### config.mk
export PLATFORM = sky130hd
export DESIGN_NAME = gpio_edge_ctrl
export DESIGN_NICKNAME = d
export VERILOG_FILES = /design/src/rtl/gpio_edge_pkg.sv /design/src/rtl/gpio_in_sync.sv /design/src/rtl/gpio_edge_det.sv /design/src/rtl/gpio_regfile.sv /design/src/rtl/gpio_pad_drv.sv /design/src/rtl/gpio_edge_ctrl.sv
export SDC_FILE = /design/constraint.sdc
export NUM_CORES = 1
export LEC_CHECK = 0
export BUFFER_PORTS_ARGS = -buffer_cell sky130_fd_sc_hd__clkbuf_2
export CAP_MARGIN = 10
export CORE_MARGIN = 4
export CORE_UTILIZATION = 44
export DETAILED_ROUTE_END_ITERATION = 8
export PLACE_DENSITY = 0.65
export SETUP_SLACK_MARGIN = 0.3
export SKIP_LAST_GASP = 1
export SYNTH_ARGS = -nofsm -noshare
export SYNTH_HDL_FRONTEND = slang
export SYNTH_SLANG_ARGS = --single-unit
### constraint.sdc
create_clock -name clk -period 1.9 [get_ports clk]
set_clock_uncertainty 0.05 [all_clocks]
set_input_delay 0.38 -clock clk [delete_from_list [all_inputs] [get_ports clk]]
set_output_delay 0.38 -clock clk [all_outputs]
set_load 0.01 [all_outputs]
### src/rtl/gpio_edge_pkg.sv
package gpio_edge_pkg;
  localparam int unsigned GPIO_PINS   = 32;
  localparam int unsigned GPIO_ADDR_W = 5;
  localparam int unsigned SYNC_DEPTH  = 2;

  // word index of each register (byte offset / 4)
  localparam int unsigned IDX_DIR = 0;
  localparam int unsigned IDX_ODE = 1;
  localparam int unsigned IDX_LAT = 2;
  localparam int unsigned IDX_EVT = 3;
  localparam int unsigned IDX_MSK = 4;
  localparam int unsigned IDX_SNS = 5;
endpackage

### src/rtl/gpio_in_sync.sv
module gpio_in_sync #(
  parameter int unsigned NPINS  = 32,
  parameter int unsigned STAGES = 2
) (
  input  logic             clk,
  input  logic             rst,
  input  logic [NPINS-1:0] pad_in,
  output logic [NPINS-1:0] sync_o
);
  // reorder pads into register order: pin n -> bit NPINS-1-n
  logic [NPINS-1:0] pad_reg_order;
  logic [NPINS-1:0] stage_q [STAGES];

  for (genvar i = 0; i < NPINS; i++) begin : g_rev
    assign pad_reg_order[NPINS-1-i] = pad_in[i];
  end

  always_ff @(posedge clk) begin
    if (rst) begin
      for (int s = 0; s < STAGES; s++) stage_q[s] <= '0;
    end else begin
      stage_q[0] <= pad_reg_order;
      for (int s = 1; s < STAGES; s++) stage_q[s] <= stage_q[s-1];
    end
  end

  assign sync_o = stage_q[STAGES-1];
endmodule

### src/rtl/gpio_edge_det.sv
module gpio_edge_det #(
  parameter int unsigned NPINS = 32
) (
  input  logic             clk,
  input  logic             rst,
  input  logic [NPINS-1:0] sync_i,
  input  logic [NPINS-1:0] fall_only_i,
  output logic [NPINS-1:0] edge_o
);
  logic [NPINS-1:0] prev_q;
  logic [NPINS-1:0] rise;
  logic [NPINS-1:0] fall;

  always_ff @(posedge clk) begin
    if (rst) prev_q <= '0;
    else     prev_q <= sync_i;
  end

  assign rise   = sync_i & ~prev_q;
  assign fall   = prev_q & ~sync_i;
  assign edge_o = fall | (rise & ~fall_only_i);
endmodule

### src/rtl/gpio_regfile.sv
module gpio_regfile
  import gpio_edge_pkg::*;
#(
  parameter int unsigned NPINS  = 32,
  parameter int unsigned ADDR_W = 5
) (
  input  logic              clk,
  input  logic              rst,
  input  logic [ADDR_W-1:0] bus_addr,
  input  logic              bus_wr,
  input  logic [NPINS-1:0]  bus_wdata,
  input  logic              bus_rd,
  output logic [NPINS-1:0]  bus_rdata,
  input  logic [NPINS-1:0]  sync_i,
  input  logic [NPINS-1:0]  edge_i,
  output logic [NPINS-1:0]  dir_q,
  output logic [NPINS-1:0]  ode_q,
  output logic [NPINS-1:0]  lat_q,
  output logic [NPINS-1:0]  evt_q,
  output logic [NPINS-1:0]  msk_q,
  output logic [NPINS-1:0]  sns_q,
  output logic [NPINS-1:0]  dir_n,
  output logic [NPINS-1:0]  ode_n,
  output logic [NPINS-1:0]  lat_n,
  output logic [NPINS-1:0]  evt_n,
  output logic [NPINS-1:0]  msk_n
);
  localparam int unsigned IDX_W = ADDR_W - 2;

  logic [IDX_W-1:0] widx;
  logic [1:0]       unused_lsb;
  logic [NPINS-1:0] sns_n;
  logic [NPINS-1:0] clr_mask;
  logic [NPINS-1:0] data_view;
  logic [NPINS-1:0] rd_n;

  assign widx       = bus_addr[ADDR_W-1:2];
  assign unused_lsb = bus_addr[1:0];

  function automatic logic hit(input logic [IDX_W-1:0] a, input int unsigned idx);
    return int'(a) == int'(idx);
  endfunction

  always_comb begin
    dir_n = dir_q;
    ode_n = ode_q;
    lat_n = lat_q;
    msk_n = msk_q;
    sns_n = sns_q;
    clr_mask = '0;
    if (bus_wr) begin
      if (hit(widx, IDX_DIR)) dir_n = bus_wdata;
      if (hit(widx, IDX_ODE)) ode_n = bus_wdata;
      if (hit(widx, IDX_LAT)) lat_n = bus_wdata;
      if (hit(widx, IDX_MSK)) msk_n = bus_wdata;
      if (hit(widx, IDX_SNS)) sns_n = bus_wdata;
      if (hit(widx, IDX_EVT)) clr_mask = bus_wdata;
    end
    // a fresh edge outranks a same-cycle clear
    evt_n = (evt_q & ~clr_mask) | edge_i;
  end

  assign data_view = (sync_i & ~dir_q) | (lat_q & dir_q);

  always_comb begin
    rd_n = '0;
    unique case (int'(widx))
      IDX_DIR: rd_n = dir_q;
      IDX_ODE: rd_n = ode_q;
      IDX_LAT: rd_n = data_view;
      IDX_EVT: rd_n = evt_q;
      IDX_MSK: rd_n = msk_q;
      IDX_SNS: rd_n = sns_q;
      default: rd_n = '0;
    endcase
  end

  always_ff @(posedge clk) begin
    if (rst) begin
      dir_q     <= '0;
      ode_q     <= '0;
      lat_q     <= '0;
      evt_q     <= '0;
      msk_q     <= '0;
      sns_q     <= '0;
      bus_rdata <= '0;
    end else begin
      dir_q <= dir_n;
      ode_q <= ode_n;
      lat_q <= lat_n;
      evt_q <= evt_n;
      msk_q <= msk_n;
      sns_q <= sns_n;
      if (bus_rd) bus_rdata <= rd_n;
    end
  end
endmodule

### src/rtl/gpio_pad_drv.sv
module gpio_pad_drv #(
  parameter int unsigned NPINS = 32
) (
  input  logic             clk,
  input  logic             rst,
  input  logic [NPINS-1:0] dir_n,
  input  logic [NPINS-1:0] ode_n,
  input  logic [NPINS-1:0] lat_n,
  output logic [NPINS-1:0] pad_out,
  output logic [NPINS-1:0] pad_oe
);
  logic [NPINS-1:0] out_n;
  logic [NPINS-1:0] oe_n;

  for (genvar i = 0; i < NPINS; i++) begin : g_pin
    localparam int unsigned RB = NPINS - 1 - i;
    assign out_n[i] = lat_n[RB] & ~ode_n[RB];
    assign oe_n[i]  = dir_n[RB] & ~(ode_n[RB] & lat_n[RB]);
  end

  always_ff @(posedge clk) begin
    if (rst) begin
      pad_out <= '0;
      pad_oe  <= '0;
    end else begin
      pad_out <= out_n;
      pad_oe  <= oe_n;
    end
  end
endmodule

### src/rtl/gpio_edge_ctrl.sv
module gpio_edge_ctrl
  import gpio_edge_pkg::*;
#(
  parameter int unsigned NPINS  = GPIO_PINS,
  parameter int unsigned ADDR_W = GPIO_ADDR_W,
  parameter int unsigned STAGES = SYNC_DEPTH
) (
  input  logic              clk,
  input  logic              rst,
  input  logic [ADDR_W-1:0] bus_addr,
  input  logic              bus_wr,
  input  logic [NPINS-1:0]  bus_wdata,
  input  logic              bus_rd,
  output logic [NPINS-1:0]  bus_rdata,
  input  logic [NPINS-1:0]  pad_in,
  output logic [NPINS-1:0]  pad_out,
  output logic [NPINS-1:0]  pad_oe,
  output logic              irq
);
  logic [NPINS-1:0] sync_q;
  logic [NPINS-1:0] edge_vec;
  logic [NPINS-1:0] dir_q, ode_q, lat_q, evt_q, msk_q, sns_q;
  logic [NPINS-1:0] dir_n, ode_n, lat_n, evt_n, msk_n;

  gpio_in_sync #(.NPINS(NPINS), .STAGES(STAGES)) u_sync (
    .clk    (clk),
    .rst    (rst),
    .pad_in (pad_in),
    .sync_o (sync_q)
  );

  gpio_edge_det #(.NPINS(NPINS)) u_edge (
    .clk         (clk),
    .rst         (rst),
    .sync_i      (sync_q),
    .fall_only_i (sns_q),
    .edge_o      (edge_vec)
  );

  gpio_regfile #(.NPINS(NPINS), .ADDR_W(ADDR_W)) u_regs (
    .clk       (clk),
    .rst       (rst),
    .bus_addr  (bus_addr),
    .bus_wr    (bus_wr),
    .bus_wdata (bus_wdata),
    .bus_rd    (bus_rd),
    .bus_rdata (bus_rdata),
    .sync_i    (sync_q),
    .edge_i    (edge_vec),
    .dir_q     (dir_q),
    .ode_q     (ode_q),
    .lat_q     (lat_q),
    .evt_q     (evt_q),
    .msk_q     (msk_q),
    .sns_q     (sns_q),
    .dir_n     (dir_n),
    .ode_n     (ode_n),
    .lat_n     (lat_n),
    .evt_n     (evt_n),
    .msk_n     (msk_n)
  );

  gpio_pad_drv #(.NPINS(NPINS)) u_pads (
    .clk     (clk),
    .rst     (rst),
    .dir_n   (dir_n),
    .ode_n   (ode_n),
    .lat_n   (lat_n),
    .pad_out (pad_out),
    .pad_oe  (pad_oe)
  );

  // registered from next-state values so it lines up with the registers
  always_ff @(posedge clk) begin
    if (rst) irq <= 1'b0;
    else     irq <= |(evt_n & msk_n);
  end
endmodule

# After elaboration in Yosys (flattened, before gate mapping)

Memories as Yosys holds them, arrays and structs flattened.
Index checks and enable logic that the tools add are counted.

Bits in registers: 321
RAM bits: 64
Logic and storage cells: 219
Memories: 1

Memories:

| name           | depth | width | rd ports | clocked after Yosys merged registers in | write ports | line               | RTL |
|---|---|---|---|---|---|---|---|
| u_sync.stage_q | 2     | 32    | 2        | 0                                       | 2           | gpio_in_sync.sv:12 | `logic [NPINS-1:0] stage_q [STAGES];` |

Equality and inequality tests: 10
Mux-type cells: 16
Bitwise gates (word level): 177
Reductions and logical operators: 4

Operators with widths:

| operator                                                        | count |
|---|---|
| 32-bit 2-to-1 mux                                               | 12 |
| 32-bit AND                                                      | 7 |
| 32-bit case mux with 6 select lines                             | 1 |
| 32-bit inverter                                                 | 5 |
| 1-bit AND                                                       | 96 |
| 32-bit OR                                                       | 3 |
| 1-bit inverter                                                  | 64 |
| 32-bit OR reduction                                             | 1 |
| 3-bit == test, second input constant                            | 6 |
| 3-bit by 2-bit == test with 1-bit output, second input constant | 3 |
| 3-bit zero test                                                 | 2 |
| 3-bit by 1-bit == test with 1-bit output, second input constant | 1 |
| 1-bit 2-to-1 mux                                                | 3 |
| 1-bit OR                                                        | 2 |
| 2-bit AND reduction                                             | 1 |

# Logic depth before layout (Yosys ltp)

Depth in word-level cells: 8
Depth in mapped cells: 8
Mapped depth without buffers: 5

# Modules after synthesis

From an unflattened synthesis, not the netlist that was laid out.

Cell total of the unflattened synthesis: 1497
Area, all modules: 16129.2 µm²

Modules (own cells, without submodules):

| module         | times used | cells an instance | area each (µm²) | seq. area each (µm²) |
|---|---|---|---|---|
| gpio_regfile   | 1          | 1009              | 10141.0         | 4484.3 |
| gpio_pad_drv   | 1          | 167               | 2260.9          | 1281.2 |
| gpio_in_sync   | 1          | 167               | 2158.3          | 1281.2 |
| gpio_edge_det  | 1          | 131               | 1383.8          | 640.6 |
| gpio_edge_ctrl | 1          | 23                | 185.2           | 20.0 |

# Least setup slack after synthesis

Ideal clock, no wire load.

Path kind: input -> register
Start: input bus_addr[3]
End: register irq
Arrival: 1747 ps
Data required time: 1710 ps
Setup slack: -37 ps
Stages on the path: 7
Cells stage by stage: buf_4 -> nand4b_4 -> buf_6 -> a2111oi_1 -> o22ai_1 -> nor4_1 -> a41oi_1

Word-level cells in the longest chain between the ends: 8
Elaborated cells between the ends (all ways): 11

RTL lines:

| what                  | line                 | RTL |
|---|---|---|
| start, declared       | gpio_edge_ctrl.sv:10 | `input logic [ADDR_W-1:0] bus_addr,` |
| 3-bit == test         | gpio_regfile.sv:41   | `return int'(a) == int'(idx);` |
| 32-bit 2-to-1 mux     | gpio_regfile.sv:57   | `if (hit(widx, IDX_EVT)) clr_mask = bus_wdata;` |
| 32-bit 2-to-1 mux     | gpio_regfile.sv:51   | `if (bus_wr) begin` |
| 32-bit inverter       | gpio_regfile.sv:60   | `evt_n = (evt_q & ~clr_mask) \| edge_i;` |
| 32-bit AND            | gpio_regfile.sv:60   |  |
| 32-bit OR             | gpio_regfile.sv:60   |  |
| 32-bit AND *          | gpio_edge_ctrl.sv:76 | `else irq <= \|(evt_n & msk_n);` |
| 32-bit OR reduction * | gpio_edge_ctrl.sv:76 |  |
| end signal, assigned  | gpio_edge_ctrl.sv:76 |  |
| end, declared         | gpio_edge_ctrl.sv:18 | `output logic irq` |

Mark *: on every way between the ends. The rest lies on a longest branch, timed or not.
A chain may end at the register's enable or synchronous reset.

# Final worst setup path

Start: input bus_addr[4]
End: register irq

The elaborated chain is that of the path after synthesis.

==> reports/metrics.yaml <==
placement:
  port_buffers: 167
  dp_hpwl_mm: 32.4
  gp_congestion: 0.893
  place_area_um2: 17500
synth:
  yosysUniqueCellTypes: 39
  syn_inst: 1606
  synth_ff_type: "dfxtp_1"
  synth_edf_count: 0
  ys_seq_area_frac: 0.521
  yosys_warnings: 0
  ys_seq_elements: 385
  syn_area_um2: 14800
  synth_area_per_cell_um2: 9.22
  synth_async_sr_flop_share: 0
  syn-num-nets: 1679
setup_path:
  r2r-start: "u_sync.stage_q[0][49]"
  startpoint_type: "input pin"
  crit_fanout: 6
  critPathKind: "input pin to flop"
  cp-end-kind: "flop"
  reg2reg_to: "irq"
  cp.required_ns: 2.24
  r2r_slack_ns: 0.07
  cp_data_arrival_time_ns: 2.19
  worstRegToRegCells: 5
clock_tree:
  clockBufferDepth: 3
  cts.sinks: 385
  path_clk_slew_ns: 0.06
  clock-root-buffer: "clkbuf_16"
  h-tree-depth: 2
  cts_tree: "yes"
  insertion_delay_ns: 0.53
  cts_made_buffers: 39
drt:
  drtIter0Drc: 1005
  antenna_left: 0
  vias: 12610
  via_per_inst: 5.42
  wl_per_cell_um: 19.8
  routed_wl_mm: 46.2
  drtPass1Iterations: 5
  drc: 0
worst_hold_path:
  hold_path.class: "input pin to flop"
  hold_end: "u_sync.stage_q[0][1]"
  hold_depth: 2
  min-delay-start: "pad_in[30]"
power:
  ir_drop_v: 0.000560
  p_leak_uw: 0.00759
  power_density_nw_per_um2: 949
timing:
  period_share: 0.973
  fmax_mhz: 541
  hold_violations: 0
  drv_slew: 0
  rsz0062_at_grt: "yes"
  worstMarginPinSlew_ns: 0.495
  hold_ws_ns: 0.00875
  min_period_ns: 1.85
  setup_viol: 0
  slew_headroom: 0.670
final_layout:
  fin_area_um2: 19400
  nNetsFinal: 1927
  final_cell_mix: "dfxtp_1 (379), nand2_1 (226), clkbuf_2 (164)"
  area_growth_pct: 30.7
  final_common_cell: "dfxtp_1"
  drive_gt1_frac: 0.243
floorplan:
  die_x_um: 191
  fp.coreArea_um2: 32900
  die_area_um2: 36700
  start_util: 0.451
  die_h_um: 191
  top_level_ports: 170
  num_rows: 66
grt:
  met1_usage: 0.341
  grt_pass1_wl_mm: 70.1
  grt.total_usage: 0.244
  grtUsageMet2: 0.385
  grt_use_met3: 0.0376
  antenna_found_initial: 3
  overflow: 0
  grt_max_degree: 58
  grt_pass1_vias: 12417
  grt-busiest-layer: "met2"
job:
  max_cap_violations: 0
outcome:
  status: "finished, final reports clean"
## registers in the layout (all words and copies together) (netlist names)
signal	cells
u_sync.stage_q	64
u_edge.prev_q	32
u_pads.pad_oe	32
u_pads.pad_out	32
u_regs.bus_rdata	32
u_regs.dir_q	32
u_regs.evt_q	32
u_regs.lat_q	32
u_regs.msk_q	32
u_regs.ode_q	32
u_regs.sns_q	32
irq	1
## report_power, final
part	total [uW]	internal [uW]	switching, uW
sequential	8600	8370	236
combinational	1840	865	973
clock	7920	4810	3110
## final cells by class
cell class,instances,area [um^2]
antenna,2,5.00
multi-input combinational,1090,7180
inverter,24,90.1
fill,2825,13500
tap,442,553
clock inverter,13,174
timing repair buffer,314,2460
sequential,385,7720
clock buffer,57,1170
## critical path, stage by stage
cell and delay [ns]:
clkbuf_2 0.11, nand4b_4 0.20, buf_4 0.19, buf_12 0.15, buf_12 0.13, a2111oi_4 0.39
o22ai_1 0.15, nor4_1 0.32, a41oi_1 0.16
## through the flow
step | worst slack, ns | setup TNS [ns] | cells | total power, uW | util
after floorplan | 0.0170 | 0 | 1606 | 9720 | -
after global placement | -0.533 | -28.85 | 2236 | 10500 | 0.534
after detailed placement | -0.606 | -33.70 | 2236 | 10500 | 0.534
after CTS | 0.107 | 0 | 2322 | 18500 | 0.585
after global routing | 0.0155 | 0 | 2327 | 19000 | 0.589
final | 0.0508 | 0 | 2327 | 18400 | 0.589
## worst max-delay path by stage
stage          end  cells past startpoint                   from
2_1_floorplan  irq                      7            bus_addr[3]
4_1_cts        irq                      7  u_sync.stage_q[0][51]
3_5_place_dp   irq                      8            bus_addr[3]
6_report       irq                      9            bus_addr[4]
5_1_grt        irq                     10            bus_addr[4]
3_3_place_gp   irq                      8            bus_addr[3]
## cell usage after synthesis (9+ instances only)
cell type / count / area (um^2)
clkbuf_1: 67 / 251
o21a_1: 32 / 240
nand2_1: 226 / 848
buf_4: 11 / 82.6
a2111oi_0: 9 / 78.8
nor2b_1: 161 / 1010
inv_1: 23 / 86.3
mux2i_1: 73 / 731
o22ai_1: 48 / 300
and2_1: 36 / 225
nor3_1: 25 / 125
nor3b_1: 33 / 248
a21o_1: 22 / 165
buf_2: 20 / 100
nand4_1: 22 / 138
a22oi_1: 29 / 218
nor2_1: 164 / 616
dfxtp_1: 385 / 7710
a21oi_1: 122 / 611
a2111oi_2: 17 / 255
a32oi_1: 23 / 201
## logic make-up (layout without fill, tap and decap cells)
family | Yosys count | count (layout) | share of synthesized area
AO/OA/AOI/OAI | 329 | 329 | 0.154
buffers and inverters | 131 | 408 | 0.0392
flip-flops | 385 | 385 | 0.521
multiplexers | 83 | 83 | 0.0623
other | 0 | 2 | 0
AND/OR/NAND/NOR | 678 | 678 | 0.224
## routing by layer
metal / wire (um) / share of wire
met4: 1440 / 0.031
met5: 0 / 0
met3: 3350 / 0.073
met2: 20900 / 0.45
met1: 20400 / 0.44
## repair_timing
| action | CTS | global route |
|---|---|---|
| cloned | 2 | 1 |
| hold buffers | 2 | 0 |
| hold endpoints to repair | 2 | 0 |
| setup buffers | 12 | 2 |
| endpoints found under the setup margin | 15 | 121 |
| pin swaps | 12 | 9 |
| gates resized for setup | 35 | 23 |
No activity file was read; power rests on OpenSTA's default activity.
